--- src/rtl/coinc_trig_pkg.sv ---
package coinc_trig_pkg;

    localparam int NSRC = 7;

    // Source bit positions
    typedef enum logic [2:0] {
        SRC_CAL_L    = 3'd0,
        SRC_CAL_R    = 3'd1,
        SRC_CAL_LR   = 3'd2,
        SRC_ARM_L    = 3'd3,
        SRC_ARM_R    = 3'd4,
        SRC_ALL      = 3'd5,
        SRC_DELAYED  = 3'd6
    } src_e;

endpackage

--- src/rtl/ctrig_arm_flags.sv ---
// One detector arm: calorimeter sum compare and scintillator pair-sum compare,
// flags registered.
module ctrig_arm_flags #(
    parameter  int AMP_W  = 12,
    parameter  int NCAL   = 8,
    parameter  int NPAIR  = 4,
    localparam int CSUM_W = AMP_W + $clog2(NCAL),
    localparam int PSUM_W = AMP_W + 1
) (
    input  logic                        clk,
    input  logic                        rst_n,
    input  logic [NCAL*AMP_W-1:0]       cal_amp_i,
    input  logic [2*NPAIR*AMP_W-1:0]    scin_amp_i,
    input  logic [CSUM_W-1:0]           cal_thr_i,
    input  logic [PSUM_W-1:0]           scin_thr_i,
    output logic                        cal_flag_o,
    output logic                        scin_flag_o
);

    typedef struct packed {
        logic cal;
        logic scin;
    } flag_t;

    flag_t st_d, st_q;

    logic [CSUM_W-1:0] cal_sum;
    logic [NPAIR-1:0]  pair_hit;

    generate
        for (genvar p = 0; p < NPAIR; p++) begin : g_pair
            logic [PSUM_W-1:0] pair_sum;
            assign pair_sum    = PSUM_W'(scin_amp_i[(2*p)*AMP_W +: AMP_W])
                               + PSUM_W'(scin_amp_i[(2*p+1)*AMP_W +: AMP_W]);
            assign pair_hit[p] = pair_sum > scin_thr_i;
        end
    endgenerate

    always_comb begin
        cal_sum = '0;
        for (int c = 0; c < NCAL; c++) begin
            cal_sum = cal_sum + CSUM_W'(cal_amp_i[c*AMP_W +: AMP_W]);
        end
        st_d      = st_q;
        st_d.cal  = cal_sum > cal_thr_i;
        st_d.scin = |pair_hit;
    end

    always_ff @(posedge clk or negedge rst_n) begin
        if (!rst_n) st_q <= '0;
        else        st_q <= st_d;
    end

    assign cal_flag_o  = st_q.cal;
    assign scin_flag_o = st_q.scin;

endmodule

--- src/rtl/ctrig_delay_line.sv ---
// Programmable delay of a single bit: tap 0 is the live bit, tap k is k cycles old.
module ctrig_delay_line #(
    parameter  int DEPTH = 32,
    localparam int SEL_W = $clog2(DEPTH + 1)
) (
    input  logic             clk,
    input  logic             rst_n,
    input  logic             bit_i,
    input  logic [SEL_W-1:0] sel_i,
    output logic             bit_o
);

    typedef struct packed {
        logic [DEPTH-1:0] sr;
    } dl_t;

    dl_t st_d, st_q;

    logic [SEL_W-1:0] sel_eff;
    logic [DEPTH:0]   taps;

    always_comb begin
        st_d    = st_q;
        st_d.sr = {st_q.sr[DEPTH-2:0], bit_i};
        sel_eff = (sel_i > SEL_W'(DEPTH)) ? SEL_W'(DEPTH) : sel_i;
        taps    = {st_q.sr, bit_i};
        bit_o   = taps[sel_eff];
    end

    always_ff @(posedge clk or negedge rst_n) begin
        if (!rst_n) st_q <= '0;
        else        st_q <= st_d;
    end

endmodule

--- src/rtl/ctrig_prescaler.sv ---
// Rising-edge detector and divide-by-N pass gate for one source.
module ctrig_prescaler #(
    parameter int PRE_W = 10
) (
    input  logic             clk,
    input  logic             rst_n,
    input  logic             raw_i,
    input  logic             en_i,
    input  logic [PRE_W-1:0] factor_i,
    output logic             edge_o,
    output logic             fire_o,
    output logic             pass_o
);

    typedef struct packed {
        logic             prev;
        logic [PRE_W-1:0] cnt;
        logic             pass;
    } ps_t;

    ps_t st_d, st_q;

    logic [PRE_W-1:0] limit;
    logic [PRE_W:0]   cnt_inc;

    always_comb begin
        st_d      = st_q;
        st_d.prev = raw_i;
        st_d.pass = 1'b0;
        edge_o    = raw_i & ~st_q.prev;
        limit     = (factor_i == '0) ? PRE_W'(1) : factor_i;
        cnt_inc   = {1'b0, st_q.cnt} + (PRE_W+1)'(1);
        if (edge_o && en_i) begin
            if (cnt_inc >= {1'b0, limit}) begin
                st_d.cnt  = '0;
                st_d.pass = 1'b1;
            end else begin
                st_d.cnt  = cnt_inc[PRE_W-1:0];
            end
        end
        fire_o = st_d.pass;
    end

    always_ff @(posedge clk or negedge rst_n) begin
        if (!rst_n) st_q <= '0;
        else        st_q <= st_d;
    end

    assign pass_o = st_q.pass;

endmodule

--- src/rtl/ctrig_term_counter.sv ---
// Occurrence counter with strobe-driven hold register; live count saturates.
module ctrig_term_counter #(
    parameter int CNT_W = 24
) (
    input  logic             clk,
    input  logic             rst_n,
    input  logic             edge_i,
    input  logic             strobe_i,
    output logic [CNT_W-1:0] hold_o
);

    typedef struct packed {
        logic [CNT_W-1:0] live;
        logic [CNT_W-1:0] hold;
    } tc_t;

    tc_t st_d, st_q;

    logic [CNT_W-1:0] upd;

    always_comb begin
        st_d = st_q;
        upd  = (st_q.live == '1) ? st_q.live : st_q.live + CNT_W'(edge_i);
        if (strobe_i) begin
            st_d.hold = upd;
            st_d.live = '0;
        end else begin
            st_d.live = upd;
        end
    end

    always_ff @(posedge clk or negedge rst_n) begin
        if (!rst_n) st_q <= '0;
        else        st_q <= st_d;
    end

    assign hold_o = st_q.hold;

endmodule

--- src/rtl/coinc_trigger.sv ---
module coinc_trigger
    import coinc_trig_pkg::*;
#(
    parameter  int AMP_W   = 12,
    parameter  int NCAL    = 8,
    parameter  int NPAIR   = 4,
    parameter  int PRE_W   = 10,
    parameter  int DLY_MAX = 32,
    parameter  int CNT_W   = 24,
    localparam int CSUM_W  = AMP_W + $clog2(NCAL),
    localparam int PSUM_W  = AMP_W + 1,
    localparam int DLY_W   = $clog2(DLY_MAX + 1),
    localparam int ARM_CAL = NCAL * AMP_W,
    localparam int ARM_SC  = 2 * NPAIR * AMP_W
) (
    input  logic                   clk,
    input  logic                   rst_n,
    input  logic [2*ARM_CAL-1:0]   cal_amp_i,
    input  logic [2*ARM_SC-1:0]    scin_amp_i,
    input  logic [2*CSUM_W-1:0]    cal_thr_i,
    input  logic [2*PSUM_W-1:0]    scin_thr_i,
    input  logic [NSRC*PRE_W-1:0]  presc_i,
    input  logic [NSRC-1:0]        src_en_i,
    input  logic [DLY_W-1:0]       delay_i,
    input  logic                   hel_strobe_i,
    output logic                   trig_o,
    output logic [NSRC-1:0]        src_pass_o,
    output logic [NSRC*CNT_W-1:0]  cnt_hold_o
);

    typedef struct packed {
        logic trig;
    } top_t;

    top_t st_d, st_q;

    logic [1:0]      cal_flag;
    logic [1:0]      scin_flag;
    logic            scin_both_dly;
    logic [NSRC-1:0] raw;
    logic [NSRC-1:0] edge_v;
    logic [NSRC-1:0] fire_v;

    // Per-arm flag formation
    generate
        for (genvar a = 0; a < 2; a++) begin : g_arm
            ctrig_arm_flags #(
                .AMP_W (AMP_W),
                .NCAL  (NCAL),
                .NPAIR (NPAIR)
            ) u_arm (
                .clk         (clk),
                .rst_n       (rst_n),
                .cal_amp_i   (cal_amp_i[a*ARM_CAL +: ARM_CAL]),
                .scin_amp_i  (scin_amp_i[a*ARM_SC +: ARM_SC]),
                .cal_thr_i   (cal_thr_i[a*CSUM_W +: CSUM_W]),
                .scin_thr_i  (scin_thr_i[a*PSUM_W +: PSUM_W]),
                .cal_flag_o  (cal_flag[a]),
                .scin_flag_o (scin_flag[a])
            );
        end
    endgenerate

    // Delayed both-scintillator term
    ctrig_delay_line #(
        .DEPTH (DLY_MAX)
    ) u_dly (
        .clk   (clk),
        .rst_n (rst_n),
        .bit_i (scin_flag[0] & scin_flag[1]),
        .sel_i (delay_i),
        .bit_o (scin_both_dly)
    );

    // Trigger source terms
    always_comb begin
        raw              = '0;
        raw[SRC_CAL_L]   = cal_flag[0];
        raw[SRC_CAL_R]   = cal_flag[1];
        raw[SRC_CAL_LR]  = cal_flag[0] & cal_flag[1];
        raw[SRC_ARM_L]   = cal_flag[0] & scin_flag[0];
        raw[SRC_ARM_R]   = cal_flag[1] & scin_flag[1];
        raw[SRC_ALL]     = &{cal_flag, scin_flag};
        raw[SRC_DELAYED] = cal_flag[0] & cal_flag[1] & scin_both_dly;
    end

    // Per-source prescaler and occurrence counter
    generate
        for (genvar s = 0; s < NSRC; s++) begin : g_src
            ctrig_prescaler #(
                .PRE_W (PRE_W)
            ) u_ps (
                .clk      (clk),
                .rst_n    (rst_n),
                .raw_i    (raw[s]),
                .en_i     (src_en_i[s]),
                .factor_i (presc_i[s*PRE_W +: PRE_W]),
                .edge_o   (edge_v[s]),
                .fire_o   (fire_v[s]),
                .pass_o   (src_pass_o[s])
            );

            ctrig_term_counter #(
                .CNT_W (CNT_W)
            ) u_cnt (
                .clk      (clk),
                .rst_n    (rst_n),
                .edge_i   (edge_v[s]),
                .strobe_i (hel_strobe_i),
                .hold_o   (cnt_hold_o[s*CNT_W +: CNT_W])
            );
        end
    endgenerate

    // Final trigger register
    always_comb begin
        st_d      = st_q;
        st_d.trig = |fire_v;
    end

    always_ff @(posedge clk or negedge rst_n) begin
        if (!rst_n) st_q <= '0;
        else        st_q <= st_d;
    end

    assign trig_o = st_q.trig;

endmodule

--- config.mk ---
export PLATFORM = sky130hd
export DESIGN_NAME = coinc_trigger
export DESIGN_NICKNAME = d
export VERILOG_FILES = /design/src/rtl/coinc_trig_pkg.sv /design/src/rtl/ctrig_arm_flags.sv /design/src/rtl/ctrig_delay_line.sv /design/src/rtl/ctrig_prescaler.sv /design/src/rtl/ctrig_term_counter.sv /design/src/rtl/coinc_trigger.sv
export SDC_FILE = /design/constraint.sdc
export NUM_CORES = 2
export LEC_CHECK = 0
export ABC_CLOCK_PERIOD_IN_PS = 5030
export BUFFER_PORTS_ARGS = -buffer_cell sky130_fd_sc_hd__buf_2
export CAP_MARGIN = 10
export CORE_MARGIN = 1
export CORE_UTILIZATION = 40
export CTS_CLUSTER_DIAMETER = 200
export CTS_CLUSTER_SIZE = 25
export DETAILED_ROUTE_END_ITERATION = 10
export GPL_ROUTABILITY_DRIVEN = 0
export SYNTH_ARGS = -nofsm -noshare
export SYNTH_HDL_FRONTEND = slang
export SYNTH_SLANG_ARGS = --single-unit
--- constraint.sdc ---
create_clock -name clk -period 5.03 [get_ports clk]
set_clock_uncertainty 0.1 [all_clocks]
set_input_delay 0.7545 -clock clk [delete_from_list [all_inputs] [get_ports clk]]
set_output_delay 0.7545 -clock clk [all_outputs]
set_load 0.03 [all_outputs]
==> impl_metrics.env <==
export IMPL_status="finished with violations"
export IMPL_violations="negative setup slack"
export IMPL_rows=108
export IMPL_syn_nets=4959
export IMPL_seq_area_frac_synth=0.324
export IMPL_cp_required_ps=5410
export IMPL_drtAntennaViolNets=0
export IMPL_chipWidth_um=299
export IMPL_routedWlPerCell_um=17.1
export IMPL_slew_viol_final=0
export IMPL_yosys_top_cells_count="503 x nor2_1, 457 x dfrtp_1, 385 x inv_1, 383 x ha_1, 306 x a21oi_1"
export IMPL_synth_fa_ha_area_frac=0.207
export IMPL_path_max_fanout=3
export IMPL_hold_violations=0
export IMPL_crit_top_cell="fa_1"
export IMPL_yosys_area_share_simple=0.169
export IMPL_synth_seq_cells=457
export IMPL_cap_viol_max_count=0
export IMPL_yosys_cell_count_top_type="nor2_1"
export IMPL_syn_to_final_growth_pct=14.7
export IMPL_drive_gt1_frac=0.204
export IMPL_seqPwrFrac=0.261
export IMPL_crit_family="adder cells"
export IMPL_synth_compound_area_frac=0.127
export IMPL_p_comb_frac=0.618
export IMPL_power_frac_clock=0.120
export IMPL_via_per_inst=5.07
export IMPL_p_switching_w=0.00669
export IMPL_synthCells=3924
export IMPL_cts_clk_slew_worst_paths_ps=110
export IMPL_rsz0062_at_grt="yes"
export IMPL_grt_pass1_vias=27900
export IMPL_tightest_slew_ps=998
export IMPL_setup_viol=2
export IMPL_critical_path_buf_inv_count=4
export IMPL_grt_max_degree=119
export IMPL_io_pins=702
export IMPL_synth_distinct_cells=80
export IMPL_yosys_area_top_type="dfrtp_1"
export IMPL_sw_frac_of_total=0.402
export IMPL_cts_tree="done"
export IMPL_grt_total_usage=0.211
export IMPL_max_freq_mhz=168
export IMPL_max_stage_delay_ps=510
export IMPL_final_util=0.465
export IMPL_core_area_um2=87000
export IMPL_fillers=8657
export IMPL_firstDrtPassIters=5
export IMPL_yosysWarnings=0
export IMPL_grt_pass1_wl_um=151000
export IMPL_htreeDepth=1
export IMPL_final_nets=5528
export IMPL_p_leak_nw=20.3
export IMPL_synth_top_family_by_area="adder cells"
export IMPL_die_h_um=299
export IMPL_dieArea_um2=89300
export IMPL_clock_path_buffers=3
export IMPL_clk_latency_ps=590
export IMPL_internal_power_w=0.00993
export IMPL_synthFlopType="dfrtp_1"
export IMPL_cts_buffers=22
export IMPL_drcViolationCount=0
export IMPL_power_w=0.0166
export IMPL_worstPathArrival_ps=6330
export IMPL_cp_end_kind="register"
export IMPL_drt_iter0_drc=1569
export IMPL_tns_ps=-1690
export IMPL_slew_headroom=0.332
export IMPL_p_per_area_nw_per_um2=411
export IMPL_period_share=1.18
export IMPL_slowest_stage="fa_1"
export IMPL_holdCritPathClass="input port to async pin"
export IMPL_vias=28700
export IMPL_root_buffer="clkbuf_16"
export IMPL_totalWireLength_um=97100
export IMPL_async_flop_share=1.00
export IMPL_antenna_found_initial=33
export IMPL_place_hpwl_um=80800
export IMPL_avgSynthCellArea_um2=8.98
export IMPL_yosysTopAreaCellShare=0.324
export IMPL_synth_edff_count=0
export IMPL_muxShareOfSynthArea=0.00699
export IMPL_synthXorXnorAreaFrac=0.0780
export IMPL_clock_sinks=457
export IMPL_start_util=0.405
export IMPL_finalCriticalPeriod_ps=5950
export IMPL_ys_top_cells_by_area="dfrtp_1 32%, ha_1 14%, fa_1 7.2%, nor2_1 5.4%, xnor2_1 4.9%"
export IMPL_peakVddDrop_mv=0.470
export IMPL_overflow=0
export IMPL_ctsHoldBuffers=0
export IMPL_portBuffers=701
export IMPL_startpoint_type="input port"
export IMPL_syn_area_um2=35300
export IMPL_finalWorstSetupSlack_ps=-919
export IMPL_crit_type="input port to register"
==> what timing repair did <==
action                                  CTS  global route
gates resized for setup                  17            17
gates cloned                              0             0
endpoints found under the setup margin    2             2
pin swaps                                24            13
setup buffers                             3             2
==> kinds of logic (layout without fill, tap and decap cells) <==
kind of cell / Yosys count / count (layout)
AO/OA/AOI/OAI: 719 / 719
adder cells (fa/ha/maj): 509 / 509
buffers and inverters: 640 / 1209
multiplexers: 23 / 23
XOR/XNOR: 314 / 314
flip-flops: 457 / 457
AND/OR/NAND/NOR: 1262 / 1262
other: 0 / 18
==> registers in the layout, indices dropped and copies added, names as in the netlist <==
register / cells
trig_o: 1
g_src.u_ps.pass_o: 7
g_arm.u_arm.cal_flag_o: 2
g_src.u_ps.st_q: 77
g_src.u_cnt.hold_o: 168
g_arm.u_arm.scin_flag_o: 2
g_src.u_cnt.st_q: 168
u_dly.st_q: 32
==> area by class of cell <==
| cell class | count | area (µm²) | area share |
|---|---|---|---|
| multi-input cells | 2827 | 21100 | 0.522 |
| clock inverters | 2 | 36.3 | 0.000897 |
| diodes | 18 | 45.0 | 0.00111 |
| repair buffers | 800 | 4370 | 0.108 |
| clock buffers | 22 | 551 | 0.0136 |
| flip-flops and latches | 457 | 11400 | 0.283 |
| inverters | 385 | 1450 | 0.0357 |
| well taps | 1155 | 1450 | 0.0357 |
==> power groups by stage <==
stage	logic (W)	clock network [W]	registers, W
final	0.0103	0.00200	0.00434
after global routing	0.0118	0.00223	0.00440
after CTS	0.0103	0.00213	0.00435
after detailed placement	0.0100	0	0.00442
after global placement	0.00983	0	0.00441
after floorplan	0.00710	0	0.00430
==> stage by stage <==
stage,worst slack (ps),std cells,instance area [µm²],hold WS [ps]
after global routing,-1140,5658,40400,168
after detailed placement,-1670,5619,39600,259
after CTS,-895,5646,40300,130
final,-919,5666,40400,111
after global placement,-1550,5619,39600,255
after floorplan,-1080,3924,35500,247
==> cell usage in the layout, fill, tap and decap left out, types with 16 or more instances in the layout <==
cell type	synthesis	layout
dfrtp_1	457	457
diode_2	0	18
fa_1	126	123
xnor2_1	196	195
buf_4	177	94
a21oi_1	306	293
a211oi_1	18	16
nor2b_1	47	45
o211ai_1	18	18
ha_1	383	370
a21o_1	47	47
nor4_1	29	29
clkbuf_16	0	22
buf_2	3	695
nand3_1	163	163
inv_1	385	379
mux2i_1	19	19
o21ai_0	136	129
and4_1	24	24
nand2_1	204	204
nor2_1	503	501
nand2b_1	29	29
nand4_1	87	87
nor3_1	57	57
a2111oi_0	20	19
and3_1	57	57
o21a_1	50	50
or2_2	16	16
xor2_1	118	118
o21bai_1	18	18
==> worst reg2reg max path, delay by kind of cell, from the launching register on <==
kind                     cells  cell delay, ps
AO/OA/AOI/OAI                3             890
AND/OR/NAND/NOR              7            1770
flip-flops                   1             450
XOR/XNOR                     1             230
adder cells (fa/ha/maj)      2             540
==> routing by layer <==
layer | routed length [µm] | track usage
met4 | 2390 | 0.0486
met3 | 5510 | 0.0395
met2 | 47500 | 0.370
met5 | 104 | 0
met1 | 41500 | 0.268
==> final timing paths <==
kind	slack [ps]	to	from	cells after the start
worst max register to register	950	trig_o	g_src[0].u_ps.st_q[1]	13
worst max-delay path	-920	g_arm[0].u_arm.cal_flag_o	cal_amp_i[0]	29
worst min register to register	260	u_dly.st_q[10]	u_dly.st_q[9]	0
min in group clk	260	u_dly.st_q[10]	u_dly.st_q[9]	0
max in group asynchronous	3550	g_src[2].u_cnt.st_q[28]	rst_n	2
worst min-delay path	110	g_src[0].u_cnt.hold_o[16]	rst_n	1
Note: power is estimated with default switching activity, not from simulation.
